==> src/rtl/cbl_pkg.sv <==
package cbl_pkg;
  localparam int LANES  = 5;
  localparam int WORK_W = 6;
  localparam int STAGE_W = 4;
  localparam int BANK_W = 5;
  localparam int NREGS  = 4;

  typedef enum logic [1:0] {
    SEL_RUN  = 2'd0,
    SEL_INV  = 2'd1,
    SEL_LOAD = 2'd2,
    SEL_INC  = 2'd3
  } reg_sel_e;
endpackage

==> src/rtl/cbl_m2_sync.sv <==
module cbl_m2_sync #(
  parameter int STAGES = 2
) (
  input  logic clk,
  input  logic rst,
  input  logic m2_async,
  output logic m2_fall
);
  logic [STAGES:0] chain;

  always_ff @(posedge clk) begin
    if (rst) chain <= '0;
    else     chain <= {chain[STAGES-1:0], m2_async};
  end

  assign m2_fall = chain[STAGES] & ~chain[STAGES-1];


  single_fall_chk: assert property (@(posedge clk) disable iff (rst)
    m2_fall |=> !m2_fall);
endmodule

==> src/rtl/cbl_decode.sv <==
module cbl_decode
  import cbl_pkg::*;
(
  input  logic             m2_fall,
  input  logic             rw,
  input  logic             rom_sel_n,
  input  logic             cpu_a14,
  input  logic             cpu_a13,
  input  logic             cpu_a8,
  input  logic             cpu_a1,
  input  logic             cpu_a0,
  output logic [NREGS-1:0] reg_we,
  output logic             commit,
  output logic             rd_hit
);
  logic page_hit;
  logic wr_ev;

  assign page_hit = rom_sel_n & cpu_a14 & ~cpu_a13 & cpu_a8;
  assign wr_ev    = m2_fall & ~rw;
  assign rd_hit   = page_hit;
  assign commit   = wr_ev & ~rom_sel_n;

  for (genvar i = 0; i < NREGS; i++) begin : g_sel
    assign reg_we[i] = wr_ev & page_hit & ({cpu_a1, cpu_a0} == 2'(i));
  end
endmodule

==> src/rtl/cbl_core.sv <==
module cbl_core
  import cbl_pkg::*;
(
  input  logic             clk,
  input  logic             rst,
  input  logic [NREGS-1:0] reg_we,
  input  logic             commit,
  input  logic [LANES-1:0] wdata,
  output logic [LANES-1:0] rdata,
  output logic [BANK_W-1:0] q,
  output logic             inv
);
  logic               c;
  logic               v;
  logic [STAGE_W-1:0] p;
  logic [WORK_W-1:0]  r;

  always_ff @(posedge clk) begin
    if (rst) begin
      c <= 1'b0;
      v <= 1'b0;
      p <= '0;
      r <= '0;
      q <= '0;
    end else begin
      if (reg_we[SEL_INC]) c <= wdata[0];
      if (reg_we[SEL_INV]) v <= wdata[0];
      if (reg_we[SEL_LOAD]) begin
        r[5:4] <= wdata[4:3];
        p[2:0] <= wdata[2:0];
        if (v) p[3] <= wdata[0];
      end
      if (reg_we[SEL_RUN]) begin
        if (c) r[3:0] <= r[3:0] + 4'd1;
        else   r[3:0] <= p ^ {STAGE_W{v}};
      end
      if (commit) q <= {r[4] ^ v, r[3:0]};
    end
  end

  assign rdata = {r[5] ^ v, r[4] ^ v, r[2:0]};
  assign inv   = v;


  inc_wrap_chk: assert property (@(posedge clk) disable iff (rst)
    (reg_we[SEL_RUN] && c) |=> (r[3:0] == $past(r[3:0]) + 4'd1));

  bank_hold_chk: assert property (@(posedge clk) disable iff (rst)
    !commit |=> $stable(q));

  inv_hold_chk: assert property (@(posedge clk) disable iff (rst)
    !reg_we[SEL_INV] |=> $stable(v));

  stage_hold_chk: assert property (@(posedge clk) disable iff (rst)
    !reg_we[SEL_LOAD] |=> $stable(p));
endmodule

==> src/rtl/cart_bank_latch.sv <==
module cart_bank_latch
  import cbl_pkg::*;
#(
  parameter int SYNC_STAGES = 2
) (
  input  logic              clk,
  input  logic              rst,
  input  logic              m2,
  input  logic              rw,
  input  logic              rom_sel_n,
  input  logic              cpu_a14,
  input  logic              cpu_a13,
  input  logic              cpu_a8,
  input  logic              cpu_a1,
  input  logic              cpu_a0,
  input  logic [LANES-1:0]  data_in,
  output logic [LANES-1:0]  data_out,
  output logic              data_oe,
  input  logic              sel_in0,
  input  logic              sel_in1,
  output logic              sel_out,
  output logic              or_out,
  output logic [BANK_W-1:0] bank_q
);
  logic             m2_fall;
  logic [NREGS-1:0] reg_we;
  logic             commit;
  logic             rd_hit;
  logic             inv;
  logic             lane4_pin;

  cbl_m2_sync #(.STAGES(SYNC_STAGES)) u_sync (
    .clk(clk), .rst(rst), .m2_async(m2), .m2_fall(m2_fall)
  );

  cbl_decode u_dec (
    .m2_fall(m2_fall), .rw(rw), .rom_sel_n(rom_sel_n),
    .cpu_a14(cpu_a14), .cpu_a13(cpu_a13), .cpu_a8(cpu_a8),
    .cpu_a1(cpu_a1), .cpu_a0(cpu_a0),
    .reg_we(reg_we), .commit(commit), .rd_hit(rd_hit)
  );

  cbl_core u_core (
    .clk(clk), .rst(rst), .reg_we(reg_we), .commit(commit),
    .wdata(data_in), .rdata(data_out), .q(bank_q), .inv(inv)
  );

  assign data_oe   = m2 & rw & rd_hit;
  assign sel_out   = inv ? sel_in1 : sel_in0;
  assign lane4_pin = data_oe ? data_out[4] : data_in[4];
  assign or_out    = sel_out | lane4_pin;
endmodule

==> config.mk <==
export PLATFORM = sky130hd
export DESIGN_NAME = cart_bank_latch
export DESIGN_NICKNAME = d
export VERILOG_FILES = /design/src/rtl/cbl_pkg.sv /design/src/rtl/cbl_m2_sync.sv /design/src/rtl/cbl_decode.sv /design/src/rtl/cbl_core.sv /design/src/rtl/cart_bank_latch.sv
export SDC_FILE = /design/constraint.sdc
export NUM_CORES = 1
export LEC_CHECK = 0
export BUFFER_PORTS_ARGS = -buffer_cell sky130_fd_sc_hd__buf_2
export CELL_PAD_IN_SITES_DETAIL_PLACEMENT = 0
export CELL_PAD_IN_SITES_GLOBAL_PLACEMENT = 1
export CORE_UTILIZATION = 39
export DETAILED_ROUTE_END_ITERATION = 8
export PLACE_DENSITY_LB_ADDON = 0.1
export SLEW_MARGIN = 0
export SYNTH_ARGS = -nofsm -noshare
export SYNTH_HDL_FRONTEND = slang
export SYNTH_SLANG_ARGS = --single-unit
==> constraint.sdc <==
create_clock -name clk -period 2.4 [get_ports clk]
set_input_delay 0.36 -clock clk [delete_from_list [all_inputs] [get_ports clk]]
set_output_delay 0.36 -clock clk [all_outputs]
set_load 0.05 [all_outputs]
; ---- Word level (Yosys, flattened, before mapping)
; Index checks and enable logic that the tools add are counted.
[word_totals]
register_bits = 20
latchBits = 0
mem_bits_rw = 0
rom_bits = 0
in_bits = 17
out_inout_bits = 13
wordCells = 38
memories = 0
[op_classes]
n_addsub = 1
multipliers = 0
n_div = 0
order_cmp = 0
n_eq_ne = 3
n_shift = 0
mux = 3
bitwise = 21
n_reduce_logical = 2
[ops]
columns = op, count
row1 = 1-bit bitwise AND, 13
row2 = 4-bit by 1-bit adder with 4-bit output (second input constant), 1
row3 = 2-bit == test (second input constant), 2
row4 = 4-bit 2-to-1 mux, 1
row5 = 1-bit NOT, 4
row6 = 4-bit bitwise XOR, 1
row7 = 2-bit by 1-bit == test with 1-bit output (second input constant), 1
row8 = 2-bit logical NOT, 1
row9 = 1-bit 2-to-1 mux, 2
row10 = 2-bit AND reduction, 1
row11 = 1-bit bitwise XOR, 2
row12 = 1-bit OR, 1

; ---- Longest topological paths before layout
; Gate-level depths: netlist of run 1.
[depth]
ltp_word = 6
mapped_depth = 5
mapped_depth_nobuf = 5

; ---- Modules after synthesis
; A second synthesis of run 1 with hierarchy kept.
[unflattened]
hier_cells = 106
hier_area_um2 = 987.2
[modules_own_cells]
columns = module, instances, cells_each, area_each_um2, seq_area_each_um2
row1 = cbl_core, 1, 84, 789.5, 340.3
row2 = cbl_m2_sync, 1, 7, 87.6, 60.1
row3 = cbl_decode, 1, 10, 68.8, 0.0
row4 = cart_bank_latch, 1, 5, 41.3, 0.0

; ---- Worst setup path after synthesis of run 1
; No wires, ideal clock.
[synth_path]
kind = flip-flop to output port
from = register u_core.v, in the netlist u_core.inv
to = output or_out
t_arrival_ps = 1822
required_ps = 2040
setup_slack_ps = 218
stages_incl_launch_ff = 4
n_path_buf = 1
path_cell_list = dfxtp_1 -> buf_2 -> xor2_1 -> a211o_1
[synth_via]
elab_chain_len = 3
elab_cells_between_ends = 4
classes_between = mux (2) / bitwise (2)
[synth_rtl]
columns = item, line_no
row1 = start: declaration, cbl_core.sv:14  ; logic v;
row2 = start signal: assignment, cbl_core.sv:27  ; if (reg_we[SEL_INV]) v <= wdata[0];
row3 = 1-bit bitwise XOR, cbl_core.sv:41  ; assign rdata = {r[5] ^ v, r[4] ^ v, r[2:0]};
row4 = via data_out[4], cart_bank_latch.sv:17  ; output logic [LANES-1:0] data_out,
row5 = 1-bit 2-to-1 mux, cart_bank_latch.sv:50  ; assign lane4_pin = data_oe ? data_out[4] : data_in[4];
row6 = 1-bit OR, cart_bank_latch.sv:51  ; assign or_out = sel_out | lane4_pin;
row7 = end: declaration, cart_bank_latch.sv:22  ; output logic or_out,
; The timed path passes the listed nets, and every way through them passes these cells.

; ---- Final worst setup path of run 1
[layout_path]
from = register u_core.v, in the netlist u_core.inv
to = output or_out
[layout_via]
elab_chain_len = 3
elab_cells_between_ends = 4
classes_between = mux (2) / bitwise (2)
[layout_rtl]
columns = item, line_no
row1 = 1-bit bitwise XOR, cbl_core.sv:41
row2 = 1-bit 2-to-1 mux, cart_bank_latch.sv:50
row3 = 1-bit OR (*), cart_bank_latch.sv:51
; Every way passes the cells marked *; elsewhere a longest branch is shown, timed or not.

==> results.yml, run 1 <==
cts:
  cts_hold_buf: 0
  cts_root_buffer: "clkbuf_4"
  cts_tree: "done"
  clk_pin_slew_ps: 120
  cts_made_buffers: 3
  cts_resized: 0
  clock-sinks: 20
  clkLatencyLatePin_ps: 310
  htree_levels: 1
  cts_max_path_buffers: 2
  postCtsSetupRepairBufs: 0
pwr:
  p_switching_mw: 0.134
  power.leakage_nw: 0.533
  p_comb_frac: 0.061
  power_frac_seq: 0.513
  cellPowerDensity_nw_per_um2: 569
  power.share.clock: 0.426
  cell_internal_pwr_mw: 0.519
  ir_worst_vdd_uv: 400
  finalPower_mw: 0.653
  swShare: 0.205
logic_synthesis:
  ys_ff_latch: 20
  synth_ff_type: "dfxtp_1"
  synth-xor-area-share: 0.0549
  synth_top_family_by_area: "simple AND/OR/NAND/NOR gates"
  syn_nets: 117
  synth_edf_count: 0
  yosys_warnings: 0
  avgSynthCellArea_sq_um: 9.67
  syn_area_sq_um: 957
  synth.distinct_cells: 30
  netlist_instances: 99
  seq_area_frac_synth: 0.418
  synthSimpleGateAreaFrac: 0.230
  synth_fa_ha_area_frac: 0.0131
  async_reset_ff_frac: 0
  synth_compound_area_frac: 0.0562
  synth_mux_area_frac: 0.179
floorplan:
  start_util: 0.425
  ios: 30
  dieArea_sq_um: 2660
  chipHeight_um: 51.5
  num_rows: 17
  core_sq_um: 2250
  dieWidth_um: 51.5
worst_setup_path:
  crit_required_ps: 2040
  worstReg2RegEnd: "u_core.r[2]$_SDFFE_PP0P_"
  r2r_cells: 4
  r2r_slack_ps: 760
  criticalPathCategory: "reg2out"
  start_kind: "flip-flop"
  max_stage_delay_ps: 610
  endpoint_kind: "output pin"
  crit_fanout: 9
  reg2reg_from: "u_sync.chain[2]$_SDFF_PP0_"
  crit_chain: "mux2_2 > a211o_1 > buf_2"
  slowest_stage: "dfxtp_1"
  critPathArrivalTime_ps: 1730
timing:
  max_slew_margin: 0.705
  holdWs_ps: 279
  slew_viol_final: 0
  finalCritPeriodShare: 0.871
  rsz0062_at_grt: "false"
  setup_viol: 0
  final_hold_viol_count: 0
  tns_ps: 0
  skew_ps: 8.98
  fmax_mhz: 478
  min_period_ps: 2090
  worst_pin_slew_ps: 443
global_route:
  grt_overflow: 0
  grt.total_usage: 0.152
  grt_first_pass_wirelength_um: 2860
  grt_start_max_net_pins: 22
  grt_pass1_vias: 627
  grt_antenna_before_repair: 0
drt:
  first_iter_violations: 5
  finalWirelength_um: 1790
  ant_nets: 0
  post_drt_wl_per_cell_um: 11.8
  via_count: 756
  drt_first_pass_iters: 2
  routed_via_density: 4.97
  drcViolationCount: 0
run_status:
  status: "complete, no violations"
place:
  dp_hpwl_um: 1300
  dp_cells: 148
  gp_congestion: 0.742
  port_buffers: 29
min_path:
  hold-path-endpoint: "u_core.p[2]$_SDFFE_PP0P_"
  whs_path_depth: 3
  hp-start: "data_in[2]"
  hp-class: "in2reg"
layout:
  final_layout_size_suffix_gt1_frac: 0.315
  final_cells: 152
  final_nets: 143
  diodes: 0
  area_delta_synth_final_pct: 19.9
job:
  maxCapViolCount: 0
==> cell families (layout without fill, tap and decap cells) <==
logic type | after synthesis | after routing
AO/OA/AOI/OAI | 8 | 8
XOR/XNOR | 6 | 6
adder cells (fa/ha/maj) | 1 | 1
buffers and inverters | 9 | 34
flip-flops | 20 | 20
multiplexers | 17 | 17
AND/OR/NAND/NOR | 38 | 38
==> synth_stat cells (2+ instances only) <==
library cell / n / area, sq um
o21ai_0: 2 / 10.0
nor2b_1: 4 / 25.0
buf_4: 3 / 22.5
xnor2_1: 4 / 35.0
nand4_1: 2 / 12.5
mux2i_1: 16 / 160
nor2_1: 16 / 60.1
clkbuf_1: 4 / 15.0
nand2_1: 4 / 15.0
dfxtp_1: 20 / 400
nor3b_1: 2 / 15.0
xor2_1: 2 / 17.5
o22ai_1: 2 / 12.5
nand3_1: 2 / 10.0
==> layout by cell type (no fill, tap or decap), types with 3 or more instances in the layout <==
cell | Yosys | routed
buf_2 | 1 | 29
dfxtp_1 | 20 | 20
mux2i_1 | 16 | 16
nor2_1 | 16 | 16
nor2b_1 | 4 | 4
nand2_1 | 4 | 4
xnor2_1 | 4 | 4
clkbuf_4 | 0 | 3
==> cell type report <==
class                           count  area (sq um)
Multi-Input combinational cell     70           510
Tap cell                           28          35.0
Fill cell                         247          1110
Sequential cell                    20           400
Timing Repair Buffer               29           145
Clock inverter                      1          30.0
Clock buffer                        3          22.5
Inverter                            1          3.75
==> worst max-delay path by stage <==
stage | from | to | slack [ps] | cells after the start
after floorplan | u_core.inv$_SDFFE_PP0P_ | or_out | 220 | 3
after global placement | cpu_a13 | or_out | 520 | 6
after detailed placement | cpu_a13 | or_out | 510 | 6
after CTS | u_core.inv$_SDFFE_PP0P_ | or_out | 280 | 3
after global routing | u_core.inv$_SDFFE_PP0P_ | or_out | 220 | 3
final | u_core.inv$_SDFFE_PP0P_ | or_out | 310 | 3
==> worst max-delay path: cells and delay by family (launching register included) <==
family / cells / cell delay [ps]
flip-flops: 1 / 610
AO/OA/AOI/OAI: 1 / 220
buffers and inverters: 1 / 210
multiplexers: 1 / 390
==> through the flow <==
| step | util | cell area [sq um] | worst slack [ps] |
|---|---|---|---|
| final | 0.509 | 1150 | 309 |
| after global routing | 0.509 | 1150 | 219 |
| after CTS | 0.509 | 1150 | 285 |
| after detailed placement | 0.486 | 1090 | 506 |
| after global placement | 0.486 | 1090 | 517 |
| after floorplan | - | 957 | 218 |
==> power groups by stage <==
| stage | Sequential, mW | Combinational (mW) | Clock (mW) |
|---|---|---|---|
| 2_1_floorplan | 0.342 | 0.0200 | 0 |
| 3_3_place_gp | 0.342 | 0.0394 | 0 |
| 3_5_place_dp | 0.342 | 0.0401 | 0 |
| 4_1_cts | 0.335 | 0.0401 | 0.288 |
| 5_1_grt | 0.336 | 0.0429 | 0.302 |
| 6_report | 0.335 | 0.0398 | 0.278 |
==> sequential cells by signal, summed over array words and instances, names as in the netlist <==
signal,cells
u_core.inv,1
u_sync.chain,3
u_core.c,1
u_core.r,6
u_core.q,5
u_core.p,4
==> layer usage <==
layer / track usage / share of wire / up-vias
met5: 0 / 0 / -
met1: 0.207 / 0.52 / 349
li1: - / - / 386
met2: 0.214 / 0.42 / 17
met3: 0.0351 / 0.045 / 4
met4: 0.0946 / 0.017 / 0
Power figures use the tool's default switching activity.
==> run 2: changes to the inputs <==
Settings changed: BUFFER_PORTS_ARGS -buffer_cell sky130_fd_sc_hd__buf_2 to -buffer_cell sky130_fd_sc_hd__clkbuf_2, CORE_UTILIZATION 39 to 33.
Clock period 2.4 ns to 1.86 ns, I/O delays scaled along.
==> results.yml, run 2 (synthesized netlist as in run 1, its figures left out) <==
place:
  dp_hpwl_um: 1380
  dp_cells: 154
  dpl-instance-area_sq_um: 1130
  gp_congestion: 0.664
  port_buffers: 29
global_route:
  grt_first_pass_wirelength_um: 3260
  grt.total_usage: 0.135
  grt_antenna_before_repair: 0
  grt_start_max_net_pins: 22
  grt_overflow: 0
  grt_pass1_vias: 722
floorplan:
  ios: 30
  num_rows: 19
  dieWidth_um: 55.9
  dieArea_sq_um: 3120
  chipHeight_um: 55.9
  start_util: 0.347
  core_sq_um: 2760
drt:
  drcViolationCount: 0
  via_count: 764
  ant_nets: 0
  post_drt_wl_per_cell_um: 12.1
  routed_via_density: 4.84
  finalWirelength_um: 1910
  first_iter_violations: 20
  drt_first_pass_iters: 4
run_status:
  status: "complete, no violations"
layout:
  final_cells: 158
  multiInputGateArea_sq_um: 522
  reg_top3: "u_core.r x6, u_core.q x5, u_core.p x4"
  final_nets: 146
  area_delta_synth_final_pct: 23.9
  final_cell_mix: "clkbuf_2, dfxtp_1, mux2i_1, nor2_1"
  ff_latch_area_sq_um: 402
  diodes: 0
  layout_commonest_cell: "clkbuf_2"
  largest_reg_flops: 6
  top_register: "u_core.r"
  nFillCells: 294
  final_layout_size_suffix_gt1_frac: 0.346
  stdcell_area_sq_um: 1190
cts:
  clk_pin_slew_ps: 130
  clkLatencyLatePin_ps: 310
  cts_hold_buf: 0
  cts_tree: "done"
  clock-sinks: 20
  cts_root_buffer: "clkbuf_4"
  htree_levels: 1
  cts_made_buffers: 3
  cts_max_path_buffers: 2
  postCtsSetupRepairBufs: 0
timing:
  worst_pin_slew_ps: 435
  min_period_ps: 1760
  tns_ps: 0
  setup_viol: 0
  skew_ps: 7.95
  holdWs_ps: 191
  fmax_mhz: 567
  final_hold_viol_count: 0
  slew_viol_final: 0
  rsz0062_at_grt: "false"
  max_slew_margin: 0.710
  finalCritPeriodShare: 0.948
pwr:
  ir_worst_vdd_uv: 378
  cellPowerDensity_nw_per_um2: 715
  finalPower_mw: 0.848
  power.leakage_nw: 0.541
worst_setup_path:
  cp_top_family: "flip-flops"
  critPathArrivalTime_ps: 1480
  slowest_stage: "dfxtp_2"
  path_buf_inv: 1
  start_kind: "flip-flop"
  criticalPathCategory: "reg2out"
  crit_chain: "mux2_2 > a211o_1 > buf_2"
  endpoint_kind: "output pin"
  crit_fanout: 4
  max_stage_delay_ps: 410
  crit_required_ps: 1580
job:
  maxCapViolCount: 0
min_path:
  hp-class: "in2reg"
-- run 2: area by class of cell --
type | instances | area share
sequential | 20 | 0.339
clock inverter | 1 | 0.0253
inverter | 1 | 0.00316
multi-input combinational | 70 | 0.440
clock buffer | 3 | 0.0190
timing repair buffer | 32 | 0.141
tap | 31 | 0.0327
-- run 2: path summary, 6_finish.rpt --
check	slack [ps]	endpoint	depth (start not counted)	from
worst min register to register	460	u_sync.chain[1]$_SDFF_PP0_	1	u_sync.chain[0]$_SDFF_PP0_
worst max register to register	240	u_core.r[2]$_SDFFE_PP0P_	4	u_sync.chain[1]$_SDFF_PP0_
worst min-delay path	190	u_core.p[1]$_SDFFE_PP0P_	3	data_in[1]
worst max-delay path	100	or_out	3	u_core.inv$_SDFFE_PP0P_
-- run 2: tightest hold or removal path, stage by stage --
cell	delay, ps
clkbuf_2	70
mux2i_1	50
nor2_1	70
-- run 2: where the power goes --
part	switching, mW	internal [mW]	leakage [nW]	total, mW
clock network	0.145	0.218	0.0279	0.362
logic	0.0310	0.0220	0.351	0.0531
registers	0.00147	0.431	0.162	0.432
-- run 2: stage by stage --
stage | setup WS, ps | utilization
after floorplan | 57.7 | -
after global placement | 168 | 0.411
after detailed placement | 150 | 0.411
after CTS | 33.2 | 0.430
after global routing | 23.0 | 0.430
final | 97.2 | 0.430
-- run 2: metal layers --
layer  track usage  vias to the layer above  wire length [um]
li1              -                      392                 -
met1         0.201                      351               983
met2         0.191                       19               820
met3        0.0256                        2                87
met4        0.0523                        0                14
met5             0                        -                 0
-- run 2: timing repair --
action | 4_1_cts | 5_1_grt
gates cloned | 0 | 0
endpoints found under the setup margin | 1 | 1
resized for setup | 1 | 1
pin swaps | 0 | 0
==> run 3: changes to the inputs <==
Settings changed: CORE_ASPECT_RATIO set to 0.5.
==> results.yml, run 3 (synthesized netlist as in run 1, its figures left out) <==
layout:
  final_cell_mix: "clkbuf_2, dfxtp_1, mux2i_1, nor2_1"
  largest_reg_flops: 6
  area_delta_synth_final_pct: 23.4
  final_layout_size_suffix_gt1_frac: 0.333
  top_register: "u_core.r"
  layout_commonest_cell: "clkbuf_2"
  reg_top3: "u_core.r x6, u_core.q x5, u_core.p x4"
  diodes: 0
  final_cells: 163
  final_nets: 146
cts:
  postCtsSetupRepairBufs: 0
  cts_max_path_buffers: 2
  cts_made_buffers: 3
  cts_root_buffer: "clkbuf_8"
  htree_levels: 1
  cts_tree: "done"
  cts_hold_buf: 0
  clock-sinks: 20
  cts_resized: 0
  clkLatencyLatePin_ps: 250
  clk_pin_slew_ps: 70
drt:
  drt_first_pass_iters: 4
  routed_via_density: 4.60
  first_iter_violations: 21
  top_layer_used: "met4"
  wl_met3_um: 87
  met2WireLength_um: 747
  ant_nets: 0
  wl_met1_um: 986
  finalWirelength_um: 1830
  drcViolationCount: 0
  post_drt_wl_per_cell_um: 11.2
  via_count: 750
worst_setup_path:
  critPathArrivalTime_ps: 1450
  endpoint_kind: "output pin"
  crit_required_ps: 1580
  start_kind: "flip-flop"
  crit_fanout: 3
  criticalPathCategory: "reg2out"
floorplan:
  num_rows: 13
  dieWidth_um: 78.2
  ios: 30
  chipHeight_um: 40.1
  start_util: 0.359
  core_sq_um: 2670
  dieArea_sq_um: 3130
run_status:
  status: "complete, no violations"
timing:
  min_period_ps: 1720
  finalCritPeriodShare: 0.927
  rsz0062_at_grt: "false"
  final_hold_viol_count: 0
  worst_pin_slew_ps: 427
  max_slew_margin: 0.715
  setup_viol: 0
  skew_ps: 2.36
  tns_ps: 0
  slew_viol_final: 0
  fmax_mhz: 580
place:
  dp_cells: 160
  port_buffers: 29
  gp_congestion: 0.682
  dp_hpwl_um: 1400
global_route:
  grt_antenna_before_repair: 0
  grt_start_max_net_pins: 22
  grt_first_pass_wirelength_um: 2970
  grt_pass1_vias: 623
  grt.total_usage: 0.134
  grt_overflow: 0
job:
  maxCapViolCount: 0
pwr:
  ir_worst_vdd_uv: 273
  power.leakage_nw: 0.535
  cellPowerDensity_nw_per_um2: 646
min_path:
  hp-class: "in2reg"
-- run 3: changes by cell type in the layout (fill, tap and decap cells not counted) --
cell	change
clkbuf_4	-3
clkbuf_8	+3
buf_2	-1
bufinv_16	-1
clkbuf_2	+1
dfxtp_1	+1
dfxtp_2	-1
-- run 3: path summary, 6_finish.rpt --
check / start / end / slack (ps) / depth (start not counted)
worst max-delay path: u_core.inv$_SDFFE_PP0P_ / or_out / 140 / 3
worst min-delay path: m2 / u_sync.chain[0]$_SDFF_PP0_ / 250 / 2
worst max register to register: u_sync.chain[2]$_SDFF_PP0_ / u_core.r[2]$_SDFFE_PP0P_ / 220 / 4
worst min register to register: u_sync.chain[0]$_SDFF_PP0_ / u_sync.chain[1]$_SDFF_PP0_ / 440 / 1
-- run 3: area by class of cell --
type,instances,area [sq um]
Fill cell,284,1490
Tap cell,37,46.3
Clock buffer,3,41.3
Multi-Input combinational cell,70,522
Timing Repair Buffer,32,168
Inverter,1,3.75
Sequential cell,20,400
-- run 3: critical path, stage by stage, from the launching register on --
cell and delay (ps):
dfxtp_1 380, mux2_2 360, a211o_1 220, clkbuf_2 230
-- run 3: where the power goes --
part	switching (mW)	internal [mW]
clock network	0.135	0.144
logic	0.0303	0.0217
registers	0.00128	0.431
total	0.167	0.596
-- run 3: per-layer routing --
| layer | up-vias | track usage |
|---|---|---|
| li1 | 391 | - |
| met1 | 338 | 0.163 |
| met2 | 19 | 0.224 |
| met3 | 2 | 0.0545 |
| met4 | 0 | 0.0417 |
| met5 | - | 0 |
-- run 3: per-stage QoR --
step,utilization,setup slack (ps),instance area (sq um),hold WS [ps],power [mW]
finish,0.443,136,1180,248,0.763
global route,0.443,61.6,1180,267,0.801
CTS,0.443,120,1180,247,0.777
detailed placement,0.427,118,1140,420,0.495
global placement,0.427,146,1140,418,0.494
floorplan,-,57.7,968,407,0.467
